**config.mk**
```make
export PLATFORM = sky130hd
export DESIGN_NAME = periodic_irq_ctrl
export DESIGN_NICKNAME = d
export VERILOG_FILES = /design/src/rtl/pirq_pkg.sv /design/src/rtl/pirq_datapath.sv /design/src/rtl/pirq_control.sv /design/src/rtl/periodic_irq_ctrl.sv
export SDC_FILE = /design/constraint.sdc
export NUM_CORES = 1
export LEC_CHECK = 0
export BUFFER_PORTS_ARGS = -buffer_cell sky130_fd_sc_hd__buf_2
export CAP_MARGIN = 20
export CORE_MARGIN = 4
export CORE_UTILIZATION = 30
export DETAILED_ROUTE_END_ITERATION = 8
export PLACE_DENSITY_LB_ADDON = 0.08
export SKIP_LAST_GASP = 1
export SLEW_MARGIN = 15
export SYNTH_ARGS = -nofsm -noshare
export SYNTH_HDL_FRONTEND = slang
export SYNTH_HIERARCHICAL = 1
export SYNTH_SLANG_ARGS = --single-unit
```
**constraint.sdc**
```tcl
create_clock -name clk -period 1.6 [get_ports clk]
set_input_delay 0.32 -clock clk [delete_from_list [all_inputs] [get_ports clk]]
set_output_delay 0.32 -clock clk [all_outputs]
set_load 0.05 [all_outputs]
```
**src/rtl/pirq_pkg.sv**
```systemverilog
package pirq_pkg;
  // Strobes from control to datapath
  typedef struct packed {
    logic regWrite;
    logic regRead;
    logic vecLoad;
  } pirqStrobe_t;
endpackage

```
**src/rtl/pirq_datapath.sv**
```systemverilog
module pirq_datapath
  import pirq_pkg::*;
#(
  parameter int DATA_W = 16,
  parameter int LVL_W = 3,
  parameter int VEC_W = 8,
  parameter logic [VEC_W-1:0] RESET_VEC = 8'h0F
) (
  input  logic              clk,
  input  logic              rstN,
  input  pirqStrobe_t       stb,
  input  logic [DATA_W-1:0] regWdata,
  output logic [DATA_W-1:0] regRdata,
  output logic [LVL_W-1:0]  curLevel,
  output logic [VEC_W-1:0]  curVector,
  output logic              vecValid,
  output logic [VEC_W-1:0]  vecData
);
  localparam int LVL_LSB = VEC_W;
  localparam int RSV_LSB = VEC_W + LVL_W;

  logic [LVL_W-1:0]  ctlLevel;
  logic [VEC_W-1:0]  ctlVector;
  logic [DATA_W-1:0] packedReg;

  always_ff @(posedge clk or negedge rstN) begin
    if (!rstN) begin
      ctlLevel  <= '0;
      ctlVector <= RESET_VEC;
    end else if (stb.regWrite) begin
      ctlLevel  <= regWdata[LVL_LSB +: LVL_W];
      ctlVector <= regWdata[VEC_W-1:0];
    end
  end

  generate
    if (DATA_W > RSV_LSB) begin : g_pad
      assign packedReg = {{(DATA_W-RSV_LSB){1'b0}}, ctlLevel, ctlVector};
    end else begin : g_nopad
      assign packedReg = {ctlLevel, ctlVector};
    end
  endgenerate

  assign regRdata  = stb.regRead ? packedReg : '0;
  assign curLevel  = ctlLevel;
  assign curVector = ctlVector;

  always_ff @(posedge clk or negedge rstN) begin
    if (!rstN) begin
      vecValid <= 1'b0;
      vecData  <= '0;
    end else begin
      vecValid <= stb.vecLoad;
      vecData  <= stb.vecLoad ? ctlVector : '0;
    end
  end


  vec_value_chk: assert property (@(posedge clk) disable iff (!rstN)
    vecValid |-> vecData == $past(ctlVector));

  vec_idle_zero_chk: assert property (@(posedge clk) disable iff (!rstN)
    !vecValid |-> vecData == '0);
endmodule

```
**src/rtl/pirq_control.sv**
```systemverilog
module pirq_control
  import pirq_pkg::*;
#(
  parameter int LVL_W = 3
) (
  input  logic             clk,
  input  logic             rstN,
  input  logic             regSel,
  input  logic             regWr,
  input  logic             regSupv,
  input  logic [LVL_W-1:0] wrLevel,
  input  logic             tick,
  input  logic             ackValid,
  input  logic [LVL_W-1:0] ackLevel,
  input  logic [LVL_W-1:0] curLevel,
  output pirqStrobe_t      stb,
  output logic [LVL_W-1:0] irqLevel,
  output logic             accessErr
);
  logic pendQ;
  logic enabled;
  logic ackHit;
  logic supWrite;
  logic userAcc;

  assign enabled  = curLevel != '0;
  assign supWrite = regSel && regWr && regSupv;
  assign userAcc  = regSel && !regSupv;
  assign ackHit   = ackValid && enabled && pendQ && (ackLevel == curLevel);

  assign stb.regWrite = supWrite;
  assign stb.regRead  = regSel && !regWr && regSupv;
  assign stb.vecLoad  = ackHit;

  always_ff @(posedge clk or negedge rstN) begin
    if (!rstN) begin
      pendQ     <= 1'b0;
      accessErr <= 1'b0;
    end else begin
      accessErr <= userAcc;
      if (supWrite && wrLevel == '0) pendQ <= 1'b0;
      else if (tick && enabled)      pendQ <= 1'b1;
      else if (ackHit)               pendQ <= 1'b0;
    end
  end

  assign irqLevel = pendQ ? curLevel : '0;


  disabled_no_pend_chk: assert property (@(posedge clk) disable iff (!rstN)
    (curLevel == '0) |-> !pendQ);

  ack_clear_chk: assert property (@(posedge clk) disable iff (!rstN)
    (ackHit && !tick) |=> !pendQ);

  err_source_chk: assert property (@(posedge clk) disable iff (!rstN)
    accessErr |-> $past(regSel && !regSupv));
endmodule

```
**src/rtl/periodic_irq_ctrl.sv**
```systemverilog
module periodic_irq_ctrl
  import pirq_pkg::*;
#(
  parameter int DATA_W = 16,
  parameter int LVL_W = 3,
  parameter int VEC_W = 8,
  parameter logic [VEC_W-1:0] RESET_VEC = 8'h0F
) (
  input  logic              clk,
  input  logic              rstN,
  input  logic              regSel,
  input  logic              regWr,
  input  logic              regSupv,
  input  logic [DATA_W-1:0] regWdata,
  output logic [DATA_W-1:0] regRdata,
  output logic              accessErr,
  input  logic              tick,
  output logic [LVL_W-1:0]  irqLevel,
  input  logic              ackValid,
  input  logic [LVL_W-1:0]  ackLevel,
  output logic              vecValid,
  output logic [VEC_W-1:0]  vecData
);
  localparam int LVL_LSB = VEC_W;

  pirqStrobe_t      stb;
  logic [LVL_W-1:0] curLevel;
  logic [VEC_W-1:0] curVector;

  pirq_control #(.LVL_W(LVL_W)) u_ctl (
    .clk(clk), .rstN(rstN), .regSel(regSel), .regWr(regWr), .regSupv(regSupv),
    .wrLevel(regWdata[LVL_LSB +: LVL_W]), .tick(tick), .ackValid(ackValid),
    .ackLevel(ackLevel), .curLevel(curLevel), .stb(stb), .irqLevel(irqLevel),
    .accessErr(accessErr)
  );

  pirq_datapath #(.DATA_W(DATA_W), .LVL_W(LVL_W), .VEC_W(VEC_W), .RESET_VEC(RESET_VEC)) u_dp (
    .clk(clk), .rstN(rstN), .stb(stb), .regWdata(regWdata), .regRdata(regRdata),
    .curLevel(curLevel), .curVector(curVector), .vecValid(vecValid), .vecData(vecData)
  );


  user_no_write_chk: assert property (@(posedge clk) disable iff (!rstN)
    (regSel && regWr && !regSupv) |=> $stable({curLevel, curVector}));

  ack_vec_chk: assert property (@(posedge clk) disable iff (!rstN)
    vecValid |-> $past(ackValid && ackLevel == irqLevel && irqLevel != '0));
endmodule

```
==> results of run 1 <==
[synthesized netlist by cell type]
library cell  instances
dfstp_2               4
xnor2_1               2
clkbuf_1              1
nand2_1               2
buf_4                 7
mux2_4               10
o21ai_0               1
nor2b_1               1
conb_1                1
o22ai_1               1
inv_1                 1
nor2_1                2
a21oi_2               1
a211o_1               1
or3_1                 1
o31ai_1               1
or3b_1                1
and2_1               21
mux2_2                1
and2_2                1
dfrtp_1              18
nand3_1               3
buf_6                 1
[metrics by stage]
stage | hold slack [ns] | total power [mW] | worst slack (ns) | area [µm²]
floorplan | 0.0244 | 1.03 | 0.100 | 1050
global placement | 0.313 | 1.14 | 0.0260 | 1310
detailed placement | 0.315 | 1.14 | 0.0146 | 1310
CTS | 0.161 | 1.58 | 0.0218 | 1370
global route | 0.157 | 1.64 | 0.00127 | 1380
finish | 0.174 | 1.56 | 0.0684 | 1380
[registers in the layout, indices dropped and copies added (netlist names)]
register / flops
u_ctl/accessErr: 1
u_dp/vecValid: 1
u_dp/curLevel: 3
u_ctl/pendQ: 1
u_dp/curVector: 8
u_dp/vecData: 8
[how the worst max path moves through the flow]
stage	start	endpoint	slack, ns	cells after the start
2_1_floorplan	u_dp/curLevel[2]$_DFFE_PN0P_	u_dp/vecData[4]$_DFF_PN0_	0.10	5
3_3_place_gp	ackLevel[2]	u_dp/vecData[3]$_DFF_PN0_	0.03	6
3_5_place_dp	ackLevel[2]	u_dp/vecData[4]$_DFF_PN0_	0.01	6
4_1_cts	u_dp/curVector[1]$_DFFE_PN1P_	regRdata[1]	0.02	2
5_1_grt	u_dp/curLevel[2]$_DFFE_PN0P_	u_dp/vecData[2]$_DFF_PN0_	0.001	5
6_report	u_dp/curLevel[0]$_DFFE_PN0P_	irqLevel[0]	0.07	3
[layer usage]
| layer | track usage (%) | vias up |
|---|---|---|
| met5 | 0 | - |
| met4 | 2.28 | 0 |
| met3 | 3.71 | 2 |
| met2 | 17.3 | 28 |
| met1 | 12.6 | 346 |
| li1 | - | 359 |
[cells by family (layout without fill, tap and decap cells)]
| kind of cell | after synthesis | count (layout) | share of synthesized area, % |
|---|---|---|---|
| mux | 11 | 11 | 15.6 |
| xor+xnor | 2 | 2 | 1.69 |
| other cells | 1 | 5 | 0.362 |
| simple gates | 32 | 32 | 18.4 |
| flops | 22 | 22 | 53.6 |
| compound gates | 5 | 5 | 3.50 |
| buf+inv | 10 | 56 | 6.88 |
[worst reg2reg max path, stage by stage, from the launching register on]
cell and delay [ns]:
dfrtp_1 0.39, or3b_1 0.37, a211o_1 0.28, a21oi_2 0.16, buf_4 0.16, and2_1 0.12
[final cells by class]
| class | instances | area (µm²) | area share, % |
|---|---|---|---|
| Clock inverter | 1 | 30.0 | 2.18 |
| Inverter | 1 | 3.75 | 0.272 |
| Timing Repair Buffer | 51 | 285 | 20.7 |
| Multi-Input combinational cell | 55 | 424 | 30.8 |
| Clock buffer | 3 | 22.5 | 1.63 |
| Sequential cell | 22 | 556 | 40.3 |
| Tap cell | 46 | 57.6 | 4.17 |
[repair_timing]
item,4_1_cts,5_1_grt
resized for setup,0,4
endpoints found under the hold margin,18,0
hold buffers,1,0
endpoints found under the setup margin,0,4
[power groups by stage]
stage	logic [mW]	clock network [mW]	registers, mW
after global placement	0.449	0	0.690
after global routing	0.480	0.467	0.691
after floorplan	0.296	0	0.729
after detailed placement	0.454	0	0.691
after CTS	0.456	0.440	0.680
final	0.451	0.424	0.680
==> flow_summary.yaml, run 1 <==
floorplanning:
  coreArea_mm2: 0.00334
  row_count: 21
  die_w_um: 66.8
  start_util_pct: 31.0
  dieHeight_um: 66.8
  dieArea_mm2: 0.00446
  io_pins: 55
setup_path:
  cpPeakStageDelay_ns: 0.39
  cp_slowest_cell: "dfrtp_1"
  crit_type: "reg -> out"
  crit_arrival_ns: 1.21
  path_delay_family: "flip-flops"
  r2r_start: "u_dp/curLevel[2]$_DFFE_PN0P_"
  startpoint_type: "flip-flop"
  r2r-end: "u_dp/vecData[4]$_DFF_PN0_"
  worstSetupEndpointType: "primary output"
  cp_num_buf_inv: 2
  cp_max_fo: 5
  worstPathCellList: "buf_4 -> and2_2 -> buf_2"
  crit_required_ns: 1.28
  r2r_slack_ns: 0.08
  worst_r2r_path_depth: 5
clock_network:
  htreeDepth: 1
  clkTransAtPathRegs_ns: 0.13
  cts_buffers: 3
  cts_tree: "built"
  cts_sinks: 22
  insertion_delay_ns: 0.31
  post_cts_buffers: 0
  clockRootBuffer: "clkbuf_4"
  clk_path_buf_depth: 2
final_layout:
  mostFrequentLayoutCells: "buf_2, and2_1, dfrtp_1"
  nets: 160
  fin_util_pct: 41.3
  area_growth_pct: 33.1
  fill_cells: 340
  drive_gt1_share_pct: 53.4
  final_common_cell: "buf_2"
  diodes: 0
  final_cells: 179
power_and_ir_drop:
  sequentialPowerShare_pct: 43.7
  switching_power_mw: 0.489
  pwr_density_cell_mw_per_mm2: 1130
  internal-power_mw: 1.07
  max-vdd-ir-drop_v: 0.000542
  pwr-share-clk_pct: 27.3
  comb_power_share_pct: 29.0
  power.leakage_nw: 0.730
  switching_share_pct: 31.4
drt:
  wire_per_inst_um: 11.9
  drt_iter0_markers: 26
  wirelength_um: 2130
  met1_length_um: 919
  ant_nets: 0
  firstDrtPassIters: 4
  drcViolationCount: 0
  top_layer: "met4"
  dr_wl_met2_um: 1030
  vias: 735
  avgViaCountPerCell: 4.11
  wl_met3_um: 173
timing:
  setup_viol: 0
  rsz0062_at_grt: "no"
  fin_skew_ns: 0.00736
  fmax_mhz: 653
  period_share_pct: 95.7
  drv_slew: 0
  hold_viol: 0
  period_needed_ns: 1.53
  setup_tns_ns: 0
global_routing:
  grt_max_degree: 23
  gr-total-overflow: 0
  grt_pass1_vias: 722
  grt_pass1_wl_um: 3400
  grt_use_total_pct: 10.3
  antenna_found_initial: 0
logic_synthesis:
  ys_types: 23
  syn-cell-area_mm2: 0.00104
  synth_area_leaders: "dfrtp_1, mux2_4, and2_1, dfstp_2, buf_4"
  ys_ff_latch: 22
  syn_area_per_cell_um2: 12.5
  seq_area_frac_synth_pct: 53.6
  ys_warn_count: 6
  netlist_instances: 83
  yosys.area.top_type_share_pct: 43.5
  synth_largest_area_cell: "dfrtp_1"
placed_design:
  hpwl_um: 1630
  dpl.cell_count: 174
  port_buffers: 44
  place.gp.congestion: 0.690
hold_path:
  hp-class: "in -> reg"
  hold_path_depth: 2
  min-delay-start: "regSupv"
  hold_end: "u_ctl/accessErr$_DFF_PN0_"
run_status:
  status: "completed"
run:
  max-cap-violations: 0
(Power assumes the default switching activity.)
==> inputs of run 2 (changes only) <==
Settings changed: BUFFER_PORTS_ARGS -buffer_cell sky130_fd_sc_hd__buf_2 to -buffer_cell sky130_fd_sc_hd__buf_4, CAP_MARGIN 20 to 30.
==> run 2 against run 1 <==
  * Register-to-register slack lost 0.02 ns
  * Total power shrank 5.2%
  * Critical path depth grew 2
  * Sequential power is essentially flat
  * Sequential cell count is the same
  * Non-clock buffer count is the same
  * Largest power group unchanged
  * Utilization grew 2.5 points
  * Largest cell class unchanged
  * Critical path type is now reg -> reg
  * Design area grew 6.1%
  * Sequential share of layout area shrank 2.3 points
==> flow_summary.yaml, run 2 (synthesized netlist as in run 1, its figures left out) <==
run_status:
  status: "completed"
setup_path:
  cp_max_fo: 6
  worstSetupEndpointType: "flip-flop"
  r2r_start: "u_dp/curLevel[2]$_DFFE_PN0P_"
  r2r_slack_ns: 0.06
  worst_r2r_path_depth: 5
  crit_type: "reg -> reg"
  startpoint_type: "flip-flop"
  crit_arrival_ns: 1.80
  crit_required_ns: 1.85
  r2r-end: "u_dp/vecData[1]$_DFF_PN0_"
timing:
  rsz0062_at_grt: "no"
  period_share_pct: 96.5
  fmax_mhz: 648
  fin_skew_ns: 0.00268
  worst_slack_ns: 0.0562
  period_needed_ns: 1.54
  setup_tns_ns: 0
  drv_slew: 0
  setup_viol: 0
  hold_viol: 0
clock_network:
  clk_path_buf_depth: 2
  cts_buffers: 3
  insertion_delay_ns: 0.30
  cts_resized: 0
  clockRootBuffer: "clkbuf_4"
  post_cts_buffers: 0
  cts_tree: "built"
  htreeDepth: 1
  clkTransAtPathRegs_ns: 0.12
  cts_sinks: 22
hold_path:
  hold_end: "u_ctl/accessErr$_DFF_PN0_"
  hold_path_depth: 2
  min-delay-start: "regSupv"
  hp-class: "in -> reg"
floorplanning:
  row_count: 21
  die_w_um: 66.8
  dieArea_mm2: 0.00446
  coreArea_mm2: 0.00334
  dieHeight_um: 66.8
  io_pins: 55
  start_util_pct: 31.0
placed_design:
  detailedPlace.worstSlack_ns: 0.0114
  placed_cell_area_mm2: 0.00142
  place.gp.congestion: 0.678
  hpwl_um: 1660
  dpl.cell_count: 174
  port_buffers: 44
global_routing:
  grt_max_degree: 23
  grt_use_total_pct: 10.8
  grt_pass1_wl_um: 3510
  gr-total-overflow: 0
  grt_pass1_vias: 759
  use_met1_pct: 11.5
  antenna_found_initial: 0
  grt_busiest_layer: "met2"
  use_met3_pct: 4.72
  use_met2_pct: 19.2
final_layout:
  final_common_cell: "buf_4"
  nets: 160
  drive_gt1_share_pct: 53.4
  fin_area_mm2: 0.00146
  mostFrequentLayoutCells: "buf_4, and2_1, dfrtp_1"
  final_cells: 179
  diodes: 0
  area_growth_pct: 41.2
  fill_cells: 333
drt:
  avgViaCountPerCell: 4.08
  drcViolationCount: 0
  drt_iter0_markers: 22
  firstDrtPassIters: 4
  ant_nets: 0
  wirelength_um: 2170
  wire_per_inst_um: 12.1
  vias: 730
power_and_ir_drop:
  max-vdd-ir-drop_v: 0.000416
  power.leakage_nw: 0.744
  pwr_density_cell_mw_per_mm2: 1010
  fin_total_pwr_mw: 1.47
run:
  max-cap-violations: 0
[run 2: what timing repair did]
action / 4_1_cts / 5_1_grt
hold buffers: 1 / 0
endpoints found under the hold margin: 18 / 0
setup endpoints to repair: 0 / 0
[run 2: cell type report]
type,count,area [µm²],share of cell area [%]
flip-flops and latches,22,556,38.0
well taps,46,57.6,3.93
inverters,1,3.75,0.257
clock buffers,4,36.3,2.48
multi-input cells,55,424,29.0
repair buffers,51,385,26.3
[run 2: metrics by stage]
step                      hold slack (ns)  util, %
after detailed placement            0.225     42.4
after global routing                0.139     43.8
after CTS                           0.148     43.8
final                               0.167     43.8
after global placement              0.226     42.4
after floorplan                    0.0244        -
[run 2: per-layer routing]
layer	up-vias	share of wire, %
li1	359	-
met3	2	9.1
met1	339	39
met4	0	0.46
met5	-	0
met2	30	51
[run 2: how the worst max path moves through the flow]
stage	cells after the start	end	start	slack [ns]
floorplan	5	u_dp/vecData[4]$_DFF_PN0_	u_dp/curLevel[2]$_DFFE_PN0P_	0.10
global placement	6	u_dp/vecData[3]$_DFF_PN0_	ackLevel[2]	0.02
detailed placement	6	u_dp/vecData[1]$_DFF_PN0_	ackLevel[2]	0.01
CTS	5	u_dp/vecData[1]$_DFF_PN0_	u_dp/curLevel[2]$_DFFE_PN0P_	0.04
global route	3	irqLevel[0]	u_dp/curLevel[0]$_DFFE_PN0P_	0.008
finish	5	u_dp/vecData[1]$_DFF_PN0_	u_dp/curLevel[2]$_DFFE_PN0P_	0.06
[run 2: critical path, cell delays in order (launching register included)]
cell and delay (ns):
dfrtp_1 0.39, or3b_1 0.37, a211o_1 0.27, a21oi_2 0.17, buf_4 0.16, and2_1 0.12
[run 2: report_power, final]
group | leakage [nW] | total (mW) | switching, mW | internal [mW]
Sequential | 0.272 | 0.682 | 0.0444 | 0.637
Combinational | 0.451 | 0.492 | 0.279 | 0.212
Clock | 0.0210 | 0.301 | 0.162 | 0.139
==> inputs of run 3 (changes only) <==
Settings changed: SETUP_SLACK_MARGIN set to 0.15, SYNTH_HIERARCHICAL 1 to unset.
==> run 3 against run 2 <==
  * Global-route usage is 0.10 points lower
  * Clock power decreased by 21%
  * First-iteration DRC count down 45%
  * Non-clock buffer count rose by 1
  * Sequential cell count unchanged
  * Final cell count down 1.1%
  * Count of clock-buffer cells in the layout down 1
  * Utilization increased by 4.7 points
  * Synthesized cell count down 3.6%
  * Design area increased by 3.0%
==> flow_summary.yaml, run 3 <==
timing:
  worst_slack_ns: 0.0397
  period_needed_ns: 1.56
  hold_viol: 0
  period_share_pct: 97.5
  rsz0062_at_grt: "yes"
  fmax_mhz: 641
  drv_slew: 0
  fin_skew_ns: 0.00118
  setup_viol: 0
placed_design:
  port_buffers: 44
  hpwl_um: 1550
  place.gp.congestion: 0.759
  detailedPlace.worstSlack_ns: -0.00865
setup_path:
  worstSetupEndpointType: "flip-flop"
  worstPathCellList: "or3b_1 -> a211o_1 -> a21oi_4 -> and2_1"
  startpoint_type: "flip-flop"
  crit_arrival_ns: 1.80
  cpPeakStageDelay_ns: 0.39
  crit_required_ns: 1.84
  worst_r2r_path_depth: 4
  cp_max_fo: 5
  r2r_slack_ns: 0.04
  crit_type: "reg -> reg"
  r2r_start: "u_dp.curLevel[2]$_DFFE_PN0P_"
  cp_slowest_cell: "dfrtp_1"
  r2r-end: "u_dp.vecData[2]$_DFF_PN0_"
logic_synthesis:
  syn-cell-area_um2: 981
  synthAdderAreaFrac_pct: 0
  synth_edf_count: 0
  ys_types: 20
  synth_largest_area_cell: "dfrtp_1"
  netlist_instances: 80
  ys_ff_latch: 22
  synthMuxAreaShare_pct: 12.6
  async_flop_share_pct: 100
  synthXorXnorAreaFrac_pct: 1.79
  seq_area_frac_synth_pct: 56.6
  syn_area_per_cell_um2: 12.3
  synth_compound_area_share_pct: 4.46
  synth_ff_type: "dfrtp_1"
  post-synth-top-count-cell: "and2_1"
  synth_top_family_by_area: "simple AND/OR/NAND/NOR gates"
  synth_area_leaders: "dfrtp_1, and2_1, mux2_2, dfstp_2, buf_4"
  synth_simple_gate_area_share_pct: 19.5
  synth_common_cells: "and2_1, dfrtp_1, mux2_2, buf_4, dfstp_2"
  ys_warn_count: 0
  yosys.area.top_type_share_pct: 45.9
run:
  max-cap-violations: 0
drt:
  wire_per_inst_um: 12.8
  vias: 741
  wirelength_um: 2260
  avgViaCountPerCell: 4.19
  firstDrtPassIters: 2
  ant_nets: 0
  drt_iter0_markers: 12
  drcViolationCount: 0
final_layout:
  drive_gt1_share_pct: 58.6
  area_growth_pct: 53.6
  nets: 161
  fill_cells: 307
  diodes: 0
  final_common_cell: "buf_4"
  mostFrequentLayoutCells: "buf_4, dfrtp_1, and2_1"
power_and_ir_drop:
  max-vdd-ir-drop_v: 0.000525
  power.leakage_nw: 0.726
  fin_total_pwr_mw: 1.43
  pwr_density_cell_mw_per_mm2: 952
hold_path:
  hold_path_depth: 2
  min-delay-start: "regSupv"
  hp-class: "in -> reg"
  hold_end: "u_ctl.accessErr$_DFF_PN0_"
global_routing:
  grt_pass1_wl_um: 3440
  grt_use_total_pct: 10.6
  grt_max_degree: 23
  antenna_found_initial: 0
  gr-total-overflow: 0
  grt_pass1_vias: 702
floorplanning:
  coreArea_mm2: 0.00310
  die_w_um: 65.2
  dieArea_mm2: 0.00425
  io_pins: 55
  start_util_pct: 31.6
  dieHeight_um: 65.2
  row_count: 20
run_status:
  status: "completed"
clock_network:
  clkTransAtPathRegs_ns: 0.11
  clockRootBuffer: "clkbuf_4"
  clk_path_buf_depth: 2
  cts_tree: "built"
  insertion_delay_ns: 0.29
  cts_sinks: 22
  htreeDepth: 1
  cts_buffers: 3
run 3: cells by family (layout without fill, tap and decap cells):
kind of cell              count (synthesis)  in the layout
AOI/OAI and AO/OA                         5              6
xor gates and xnor gates                  2              2
buffers and inverters                     7             55
and+or+nand+nor                          32             32
DFF                                      22             22
other                                     1              5
muxes                                    11             11
run 3: timing repair:
action | 4_1_cts | 5_1_grt
setup endpoints to repair | 17 | 20
hold buffers | 1 | 0
gates resized for setup | 20 | 2
endpoints found under the hold margin | 18 | 0
buffers inserted | 1 | 2
cloned | 1 | 0
pin swaps | 0 | 0
run 3: how the worst max path moves through the flow:
| stage | start | end | slack (ns) | depth (start not counted) |
|---|---|---|---|---|
| 6_report | u_dp.curLevel[2]$_DFFE_PN0P_ | u_dp.vecData[2]$_DFF_PN0_ | 0.04 | 4 |
| 5_1_grt | u_dp.curLevel[2]$_DFFE_PN0P_ | u_ctl.pendQ$_DFFE_PN0P_ | -0.0005 | 4 |
| 4_1_cts | u_dp.curLevel[2]$_DFFE_PN0P_ | u_dp.vecData[2]$_DFF_PN0_ | 0.04 | 4 |
| 3_5_place_dp | ackLevel[2] | u_ctl.pendQ$_DFFE_PN0P_ | -0.009 | 5 |
| 3_3_place_gp | ackLevel[2] | u_ctl.pendQ$_DFFE_PN0P_ | 0.0002 | 5 |
| 2_1_floorplan | u_dp.curLevel[2]$_DFFE_PN0P_ | u_ctl.pendQ$_DFFE_PN0P_ | 0.15 | 4 |
run 3: stage by stage:
step | instance area (µm²) | setup TNS [ns] | instances | hold WS (ns) | util [%]
2_1_floorplan | 996 | 0 | 84 | 0.0244 | -
4_1_cts | 1490 | 0 | 175 | 0.168 | 47.9
6_report | 1510 | 0 | 177 | 0.176 | 48.5
5_1_grt | 1510 | -0.000531 | 177 | 0.158 | 48.5
3_5_place_dp | 1370 | -0.0256 | 169 | 0.226 | 44.0
3_3_place_gp | 1370 | 0 | 169 | 0.226 | 44.0
run 3: final cells by class:
type	count	area, µm²	area share, %
Sequential cell	22	557	37.0
Timing Repair Buffer	52	449	29.8
Multi-Input combinational cell	56	423	28.1
Tap cell	44	55.1	3.65
Clock buffer	3	22.5	1.50
run 3: layer usage:
layer,vias to the layer above,GRT usage [%],share of wire [%]
met5,-,0,0
met4,0,1.55,0.40
met3,2,4.44,7.3
met2,28,17.1,48
met1,346,13.7,44
li1,365,-,-
run 3: worst max-delay path: cells and delay by family (launching register included):
family,cells,cell delay [ns]
flip-flops,1,0.39
AND/OR/NAND/NOR,2,0.53
AO/OA/AOI/OAI,2,0.60
run 3: power by group:
| part | total [mW] | internal, mW | switching, mW | leakage (nW) |
|---|---|---|---|---|
| Sequential | 0.681 | 0.638 | 0.0424 | 0.271 |
| Combinational | 0.516 | 0.220 | 0.296 | 0.442 |
| Clock | 0.237 | 0.0877 | 0.149 | 0.0138 |
| Total | 1.43 | 0.946 | 0.487 | 0.726 |
